[config.mk]
export PLATFORM = sky130hd
export DESIGN_NAME = lru_ins_stack
export DESIGN_NICKNAME = d
export VERILOG_FILES = /design/src/rtl/lru_ins_pkg.sv /design/src/rtl/lru_throttle_lfsr.sv /design/src/rtl/lru_ins_ctrl.sv /design/src/rtl/lru_stack_dp.sv /design/src/rtl/lru_ins_stack.sv
export SDC_FILE = /design/constraint.sdc
export NUM_CORES = 1
export LEC_CHECK = 0
export ABC_AREA = 1
export BUFFER_PORTS_ARGS = -buffer_cell sky130_fd_sc_hd__buf_2
export CORE_MARGIN = 2
export CORE_UTILIZATION = 55
export DETAILED_ROUTE_END_ITERATION = 7
export GPL_TIMING_DRIVEN = 0
export PLACE_DENSITY = 0.79
export SKIP_LAST_GASP = 1
export SLEW_MARGIN = 30
export SYNTH_ARGS = -nofsm -noshare
export SYNTH_HDL_FRONTEND = slang
export SYNTH_SLANG_ARGS = --single-unit
export TNS_END_PERCENT = 10
[constraint.sdc]
create_clock -name clk -period 1.8 [get_ports clk]
set_input_delay 0.36 -clock clk [delete_from_list [all_inputs] [get_ports clk]]
set_output_delay 0.36 -clock clk [all_outputs]
set_load 0.1 [all_outputs]
[src/rtl/lru_ins_pkg.sv]
package lru_ins_pkg;

  // Fill placement selected per access.
  typedef enum logic [1:0] {
    INS_MRU     = 2'd0,
    INS_LRU     = 2'd1,
    INS_BIMODAL = 2'd2,
    INS_MRU_ALT = 2'd3
  } insMode_e;

  // Strobes from control to the stack datapath.
  typedef struct packed {
    logic promote;  // rewrite the stack this cycle
    logic fromHit;  // moved way is the hit way (else the victim)
  } stackStrobes_t;

endpackage

[src/rtl/lru_throttle_lfsr.sv]
module lru_throttle_lfsr #(
  parameter int                LFSR_W = 16,
  parameter logic [LFSR_W-1:0] TAPS   = 16'hB400,
  parameter logic [LFSR_W-1:0] SEED   = 16'hACE1,
  parameter int                LOW_W  = 5
) (
  input  logic             clk,
  input  logic             rstN,
  output logic [LOW_W-1:0] lowBits
);

  logic [LFSR_W-1:0] state;
  logic              feedback;

  assign feedback = ^(state & TAPS);
  assign lowBits  = state[LOW_W-1:0];

  always_ff @(posedge clk or negedge rstN) begin
    if (!rstN) state <= SEED;
    else       state <= {state[LFSR_W-2:0], feedback};
  end

  // register never collapses to the all-zero lock-up state
  a_r8_nonzero: assert property (@(posedge clk) disable iff (!rstN)
    state != '0);

  // shifts left by one every cycle after reset
  a_r8_shift: assert property (@(posedge clk) disable iff (!rstN)
    1'b1 |=> state[LFSR_W-1:1] == $past(state[LFSR_W-2:0]));

endmodule

[src/rtl/lru_ins_ctrl.sv]
module lru_ins_ctrl
  import lru_ins_pkg::*;
#(
  parameter int LOW_W = 5
) (
  input  logic             clk,
  input  logic             rstN,
  input  logic             accessValid,
  input  logic             accessHit,
  input  logic [1:0]       insMode,
  input  logic [LOW_W-1:0] lfsrLow,
  output stackStrobes_t    strobes
);

  insMode_e mode;
  logic     throttleHit;
  logic     placeMru;

  assign mode        = insMode_e'(insMode);
  assign throttleHit = (lfsrLow == '0);

  always_comb begin
    placeMru = 1'b0;
    unique case (mode)
      INS_MRU, INS_MRU_ALT: placeMru = 1'b1;
      INS_LRU:              placeMru = 1'b0;
      INS_BIMODAL:          placeMru = throttleHit;
      default:              placeMru = 1'b1;
    endcase
  end

  always_comb begin
    strobes.promote = accessValid & (accessHit | placeMru);
    strobes.fromHit = accessHit;
  end

  // bottom-only fill never rewrites the stack
  a_r5_lru_fill_no_promote: assert property (@(posedge clk) disable iff (!rstN)
    (accessValid && !accessHit && insMode == 2'd1) |-> !strobes.promote);

  // conventional fill always promotes the victim
  a_r4_mru_fill_promotes: assert property (@(posedge clk) disable iff (!rstN)
    (accessValid && !accessHit && (insMode == 2'd0 || insMode == 2'd3))
      |-> (strobes.promote && !strobes.fromHit));

  // throttled fill promotes only on an all-zero random draw
  a_r7_throttle_gate: assert property (@(posedge clk) disable iff (!rstN)
    (accessValid && !accessHit && insMode == 2'd2 && lfsrLow != '0) |-> !strobes.promote);

  // no access, no rewrite
  a_r9_idle_quiet: assert property (@(posedge clk) disable iff (!rstN)
    !accessValid |-> !strobes.promote);

endmodule

[src/rtl/lru_stack_dp.sv]
module lru_stack_dp
  import lru_ins_pkg::*;
#(
  parameter int NUM_WAYS = 8,
  parameter int WAY_W    = $clog2(NUM_WAYS)
) (
  input  logic                      clk,
  input  logic                      rstN,
  input  stackStrobes_t             strobes,
  input  logic [WAY_W-1:0]          hitWay,
  output logic [WAY_W-1:0]          victimWay,
  output logic [NUM_WAYS*WAY_W-1:0] orderFlat
);

  localparam int LAST = NUM_WAYS - 1;

  logic [WAY_W-1:0]    order     [NUM_WAYS];
  logic [WAY_W-1:0]    nextOrder [NUM_WAYS];
  logic [WAY_W-1:0]    selWay;
  logic [NUM_WAYS-1:0] matchVec;
  logic [NUM_WAYS-1:0] shiftVec;   // shiftVec[p]: selected way sits at p or below
  logic                selFound;

  assign victimWay = order[LAST];
  assign selWay    = strobes.fromHit ? hitWay : victimWay;
  assign selFound  = shiftVec[0];

  assign shiftVec[LAST] = matchVec[LAST];
  assign nextOrder[0]   = selWay;

  for (genvar p = 0; p < NUM_WAYS; p++) begin : g_pos
    assign matchVec[p] = (order[p] == selWay);
    assign orderFlat[p*WAY_W +: WAY_W] = order[p];
    if (p < LAST) begin : g_chain
      assign shiftVec[p] = matchVec[p] | shiftVec[p+1];
    end
    if (p > 0) begin : g_next
      assign nextOrder[p] = shiftVec[p] ? order[p-1] : order[p];
    end
  end

  always_ff @(posedge clk or negedge rstN) begin
    if (!rstN) begin
      for (int p = 0; p < NUM_WAYS; p++) order[p] <= WAY_W'(p);
    end else if (strobes.promote) begin
      for (int p = 0; p < NUM_WAYS; p++) order[p] <= nextOrder[p];
    end
  end

  // every way held exactly once
  for (genvar w = 0; w < NUM_WAYS; w++) begin : g_perm
    logic [NUM_WAYS-1:0] seenAt;
    for (genvar p = 0; p < NUM_WAYS; p++) begin : g_seen
      assign seenAt[p] = (order[p] == WAY_W'(w));
    end
    a_r10_once: assert property (@(posedge clk) disable iff (!rstN)
      $onehot(seenAt));
  end

  // the way to be moved is always present
  a_r10_sel_found: assert property (@(posedge clk) disable iff (!rstN)
    strobes.promote |-> selFound);

  // hit way appears at the top next cycle
  a_r3_hit_to_top: assert property (@(posedge clk) disable iff (!rstN)
    (strobes.promote && strobes.fromHit) |=> order[0] == $past(hitWay));

  // promoted victim appears at the top, old second-to-last becomes LRU
  a_r4_fill_to_top: assert property (@(posedge clk) disable iff (!rstN)
    (strobes.promote && !strobes.fromHit) |=>
      (order[0] == $past(order[LAST]) && order[LAST] == $past(order[LAST-1])));

  // no promote leaves the stack intact
  a_r9_hold: assert property (@(posedge clk) disable iff (!rstN)
    !strobes.promote |=> $stable(orderFlat));

endmodule

[src/rtl/lru_ins_stack.sv]
module lru_ins_stack
  import lru_ins_pkg::*;
#(
  parameter int                NUM_WAYS  = 8,
  parameter int                WAY_W     = $clog2(NUM_WAYS),
  parameter int                LFSR_W    = 16,
  parameter logic [LFSR_W-1:0] LFSR_TAPS = 16'hB400,
  parameter logic [LFSR_W-1:0] LFSR_SEED = 16'hACE1,
  parameter int                THROTTLE_BITS = 5
) (
  input  logic                      clk,
  input  logic                      rstN,
  input  logic                      accessValid,
  input  logic                      accessHit,
  input  logic [WAY_W-1:0]          hitWay,
  input  logic [1:0]                insMode,
  output logic [WAY_W-1:0]          victimWay,
  output logic [NUM_WAYS*WAY_W-1:0] orderFlat
);

  logic [THROTTLE_BITS-1:0] lfsrLow;
  stackStrobes_t            strobes;

  lru_throttle_lfsr #(
    .LFSR_W (LFSR_W),
    .TAPS   (LFSR_TAPS),
    .SEED   (LFSR_SEED),
    .LOW_W  (THROTTLE_BITS)
  ) i_lfsr (
    .clk     (clk),
    .rstN    (rstN),
    .lowBits (lfsrLow)
  );

  lru_ins_ctrl #(
    .LOW_W (THROTTLE_BITS)
  ) i_ctrl (
    .clk         (clk),
    .rstN        (rstN),
    .accessValid (accessValid),
    .accessHit   (accessHit),
    .insMode     (insMode),
    .lfsrLow     (lfsrLow),
    .strobes     (strobes)
  );

  lru_stack_dp #(
    .NUM_WAYS (NUM_WAYS),
    .WAY_W    (WAY_W)
  ) i_dp (
    .clk       (clk),
    .rstN      (rstN),
    .strobes   (strobes),
    .hitWay    (hitWay),
    .victimWay (victimWay),
    .orderFlat (orderFlat)
  );

endmodule

* Word-level counts from Yosys, hierarchy flattened
Index checks and enable logic that the tools add are counted. W data, S select, Z words.
Operators by class: equality and inequality tests 10, multiplexer cells 2, bitwise gates (word level) 8, reductions and logical operators 11
Operators with widths (number):
- $eq A3 B3 Y1 | 7
- $reduce_xor A16 Y1 | 1
- $reduce_and A2 Y1 | 7
- $or A1 B1 Y1 | 7
- $logic_not A5 Y1 | 1
- $eq A2 B2 Y1 const B | 2
- $mux W3 | 1
- $pmux W1 S3 | 1
- $eq A2 B1 Y1 const B | 1
- $logic_not A2 Y1 | 1
- $reduce_or A2 Y1 | 1
- $and A1 B1 Y1 | 1
Word-level totals: bits in registers 40, output and inout port bits 27

* Longest topological paths before layout
depth in word-level cells 9, mapped depth 13, gate-level depth less buffers 13

* Modules after synthesis
From an unflattened synthesis, not the netlist that was laid out.
Second synthesis, totals: cell total of the unflattened synthesis 240, area, all modules 2050.7 um^2
Modules (own cells, without submodules):
- lru_stack_dp | times used 1, cells an instance 189, area an instance 1470.2 um^2, sequential area each 615.6 um^2
- lru_throttle_lfsr | times used 1, cells an instance 38, area an instance 519.2 um^2, sequential area each 410.4 um^2
- lru_ins_ctrl | times used 1, cells an instance 13, area an instance 61.3 um^2, sequential area each 0.0 um^2

* Worst setup path after synthesis
No wires, ideal clock.
path kind flip-flop to flip-flop, from reg i_dp.order, in the netlist i_dp.victimWay[0], to reg i_dp.order, in the netlist i_dp.orderFlat[5], setup time 123 ps, data arrival time 1944 ps, required time 1677 ps, slack -267 ps, stages on the path, launching flop included 13, buffers on the path 1, period minus slack after synthesis 2067 ps, cells stage by stage dfstp_2 -> nand2_2 -> nand2_4 -> nand2_1 -> nand2_1 -> nand2_1 -> nor2_2 -> nor2_4 -> nand4_2 -> nand2_4 -> buf_12 -> nand4_1 -> nand2_1
On the way: cells in the longest elaborated chain, start to end 9, elaborated cells between the ends (all ways) 15, those cells by class 7 x eq/ne; 1 x mux; 6 x bitwise; 1 x reduce/logical
Ends and longest elaborated chain:
- start: declaration | RTL line lru_stack_dp.sv:17 | logic [WAY_W-1:0] order [NUM_WAYS];
- $mux W3 | RTL line lru_stack_dp.sv:25 | assign selWay = strobes.fromHit ? hitWay : victimWay;
- $eq A3 B3 Y1 | RTL line lru_stack_dp.sv:32 | assign matchVec[p] = (order[p] == selWay);
- $or A1 B1 Y1 (5 in a row) | RTL line lru_stack_dp.sv:35 | assign shiftVec[p] = matchVec[p] | shiftVec[p+1];
- $or A1 B1 Y1 * | RTL line lru_stack_dp.sv:35
- $reduce_and A2 Y1 (no line) *
Every way passes the cells marked *; elsewhere a longest branch is shown, timed or not. A chain may end at the register's enable or synchronous reset.

* Worst setup path in the final report
from reg i_dp.order, in the netlist i_dp.victimWay[2], to out victimWay[2]
RTL lines:
- end: declaration | RTL line lru_ins_stack.sv:17 | output logic [WAY_W-1:0] victimWay,
No word-level cell between the ends.

==> results.md <==
* Status: finished with violations
* Violated checks: setup timing
* Post-synthesis cell count at 227
* Final setup vio count at 2
* Cell taking the most area after synthesis: dfstp_2
* Required @ worst endpoint at approximately 1.4 ns
* Share of layout cells above drive strength 1 at 0.431
* Critical Path Fanout Max at 6
* Syn Nets at between 200 and 250
* Antenna-violating nets left at 0
* Vias at ~1700
* Critical path's slowest cell: dfstp_4
* Main area contributors after synthesis: dfstp_2, dfrtp_1, nand2_1
* # port buffers at 35
* DR DRC count at 0
* Initial antenna violation count at 0
* Vias in the first global route at approximately 1500
* Final Hold Fails at 0
* Synth cell types at 26
* Relative slew slack at 0.451
* Achievable Freq at about 0.55 GHz
* Max-Cap Viols at 0
* Final #Nets at 284
* DR pass1 iterations at 4
* Min-Delay Path Class: in -> async
* Worst reg2reg endpoint: i_dp.orderFlat[5]
* Root Driver: clkbuf_8
* Reg2reg path depth at 11
* Crit path from: i_dp.victimWay[2]
* Yosys warnings at 0
* Die width at between 60 and 70 microns
* Initial Utilization at 0.561
* Clock Path Buffers at 2
* CP Cell Sequence: buf_4 > buf_2
* Area of the die at 4180 sq um
* Top-count cell post-synth: nand2_1
* Largest net degree at the start of global routing at 41
* Setup TNS at -0.0542 ns
* Total GRT Usage at 0.213
* WL per Instance at about 13 microns
* Worst-path clk slew at roughly 0.080 ns
* Core footprint at between 3000 and 4000 sq um
* Diodes inserted at 0
* Crit end category: output port
* Area delta synth->final at 25.0%
* DR iter-0 viols at 68
* Crit start category: flop
* RSZ-0062 raised after global routing: true
* I/O pin cnt at 36
* HPWL reported at the end of detailed placement at approximately 2.9 mm
* Commonest cells in the synthesized netlist: nand2_1, inv_1, dfrtp_1, dfstp_2, nand3_1
* Max incr delay on CP at ~0.66 ns
* Crit path time final at 1.83 ns
* Final Wtd Congestion at about 0.76
* Worst reg2reg startpoint: i_dp.victimWay[0]
* Slew at the pin with the worst max-slew slack at ~0.8 ns
* Chip height at 64.7 microns
* Synth top area share at 0.260
* CTS tree: yes
* Sinks on Clock Net at 40
* Sequential area share after synthesis at 0.507
* Final Slew Violations at 0
* Async SR Flop Fraction at 1.00
* Via/cell ratio at roughly 5
* Clk_lat worst skew at roughly 0.3 ns
* Synthesized area per cell at roughly 8.9 sq um
* DRT Wirelength at approximately 4.3 mm
* First-pass GRT wire length at around 6.7 mm
* CP endpoint: victimWay[2]
* Worst EP arrival at 1.47 ns
* Syn Std Cell Area at 2020 sq um
* Final WS setup at -0.0286 ns
* Seq cells post-synth at 40
* Htree depth at 2
* Crit Path Category: reg -> out
* Skew final at between 0.006 and 0.007 ns
* Num CTS Buffers at 5
* Reg2Reg Setup Slack at -0.03 ns
* Post-synth EDFFs at 0
* Fin crit share at 1.02
* Global route overflow at 0
* Synth Flop Type: dfstp_2
* FP Rows at 22
[state kept, by name, indices dropped and copies added (netlist names)]
| signal | cells |
|---|---|
| i_lfsr.state | 16 |
| i_dp.victimWay | 3 |
| i_dp.orderFlat | 21 |
[what timing repair did]
| item | CTS | global route |
|---|---|---|
| endpoints found under the setup margin | 9 | 23 |
| resized for setup | 1 | 20 |
| pin swaps | 0 | 13 |
| hold buffers | 0 | 0 |
| setup buffers | 0 | 6 |
| hold endpoints to repair | 0 | 0 |
[layer usage]
layer	part of all wire	GRT usage	wire (microns)	vias up
met5	0	0	0	-
met4	0.021	0.128	89	0
met3	0.052	0.0382	224	11
met2	0.47	0.315	2020	45
met1	0.45	0.293	1940	777
li1	-	-	-	819
[cell families after synthesis]
family,share of synthesized area
AOI/OAI and AO/OA,0.0711
xor gates and xnor gates,0.0513
buffers and inverters,0.0785
DFF,0.507
and+or+nand+nor,0.292
[final cells by class]
cell class              instances  area (sq um)
plain buffers                   6          65.1
clock buffers                   7           108
clock inverters                 1          8.76
fillers                       281          1070
inverters                      25          96.3
multi-input cells             156           915
flip-flops and latches         40          1040
well taps                      48          60.1
repair buffers                 41           238
[stage by stage]
step / hold slack, ns / instance area (sq um) / setup WS, ns / instances / utilization
floorplan: 0.0644 / 2040 / -0.106 / 227 / -
detailed placement: 0.339 / 2280 / -0.0270 / 310 / 0.632
global route: 0.213 / 2530 / -0.113 / 324 / 0.702
global placement: 0.335 / 2280 / 0.00793 / 310 / 0.632
finish: 0.154 / 2530 / -0.0286 / 324 / 0.702
CTS: 0.171 / 2400 / -0.0460 / 318 / 0.665
[how the worst min path moves through the flow]
stage	from	endpoint	slack (ns)
6_report	rstN	i_lfsr.state[9]	0.15
3_3_place_gp	i_lfsr.state[8]	i_lfsr.state[9]	0.34
3_5_place_dp	i_lfsr.state[9]	i_lfsr.state[10]	0.34
5_1_grt	rstN	i_lfsr.state[8]	0.21
4_1_cts	rstN	i_lfsr.state[9]	0.17
2_1_floorplan	rstN	i_dp.orderFlat[0]	0.06
[critical path, delay by kind of cell (launching register included)]
family                 cells  cell delay (ns)
DFF                        1             0.66
buffers and inverters      2             0.51
[layout by cell type (no fill, tap or decap), drive strengths merged]
cell type  synthesis  layout
nand2             81      81
buf                6      46
inv               25      25
dfrtp             20      20
dfstp             20      20
o21ai             19      19
nand3             18      18
nor2              12      12
clkbuf             0       8
xnor2              6       6
a21oi              6       6
nand4              6       6
xor2               5       5
nand3b             2       2
or2                1       1
clkinv             0       1
Power is not shown: default switching activity piles up to over one toggle a cycle in this logic, so the estimate is an artifact.
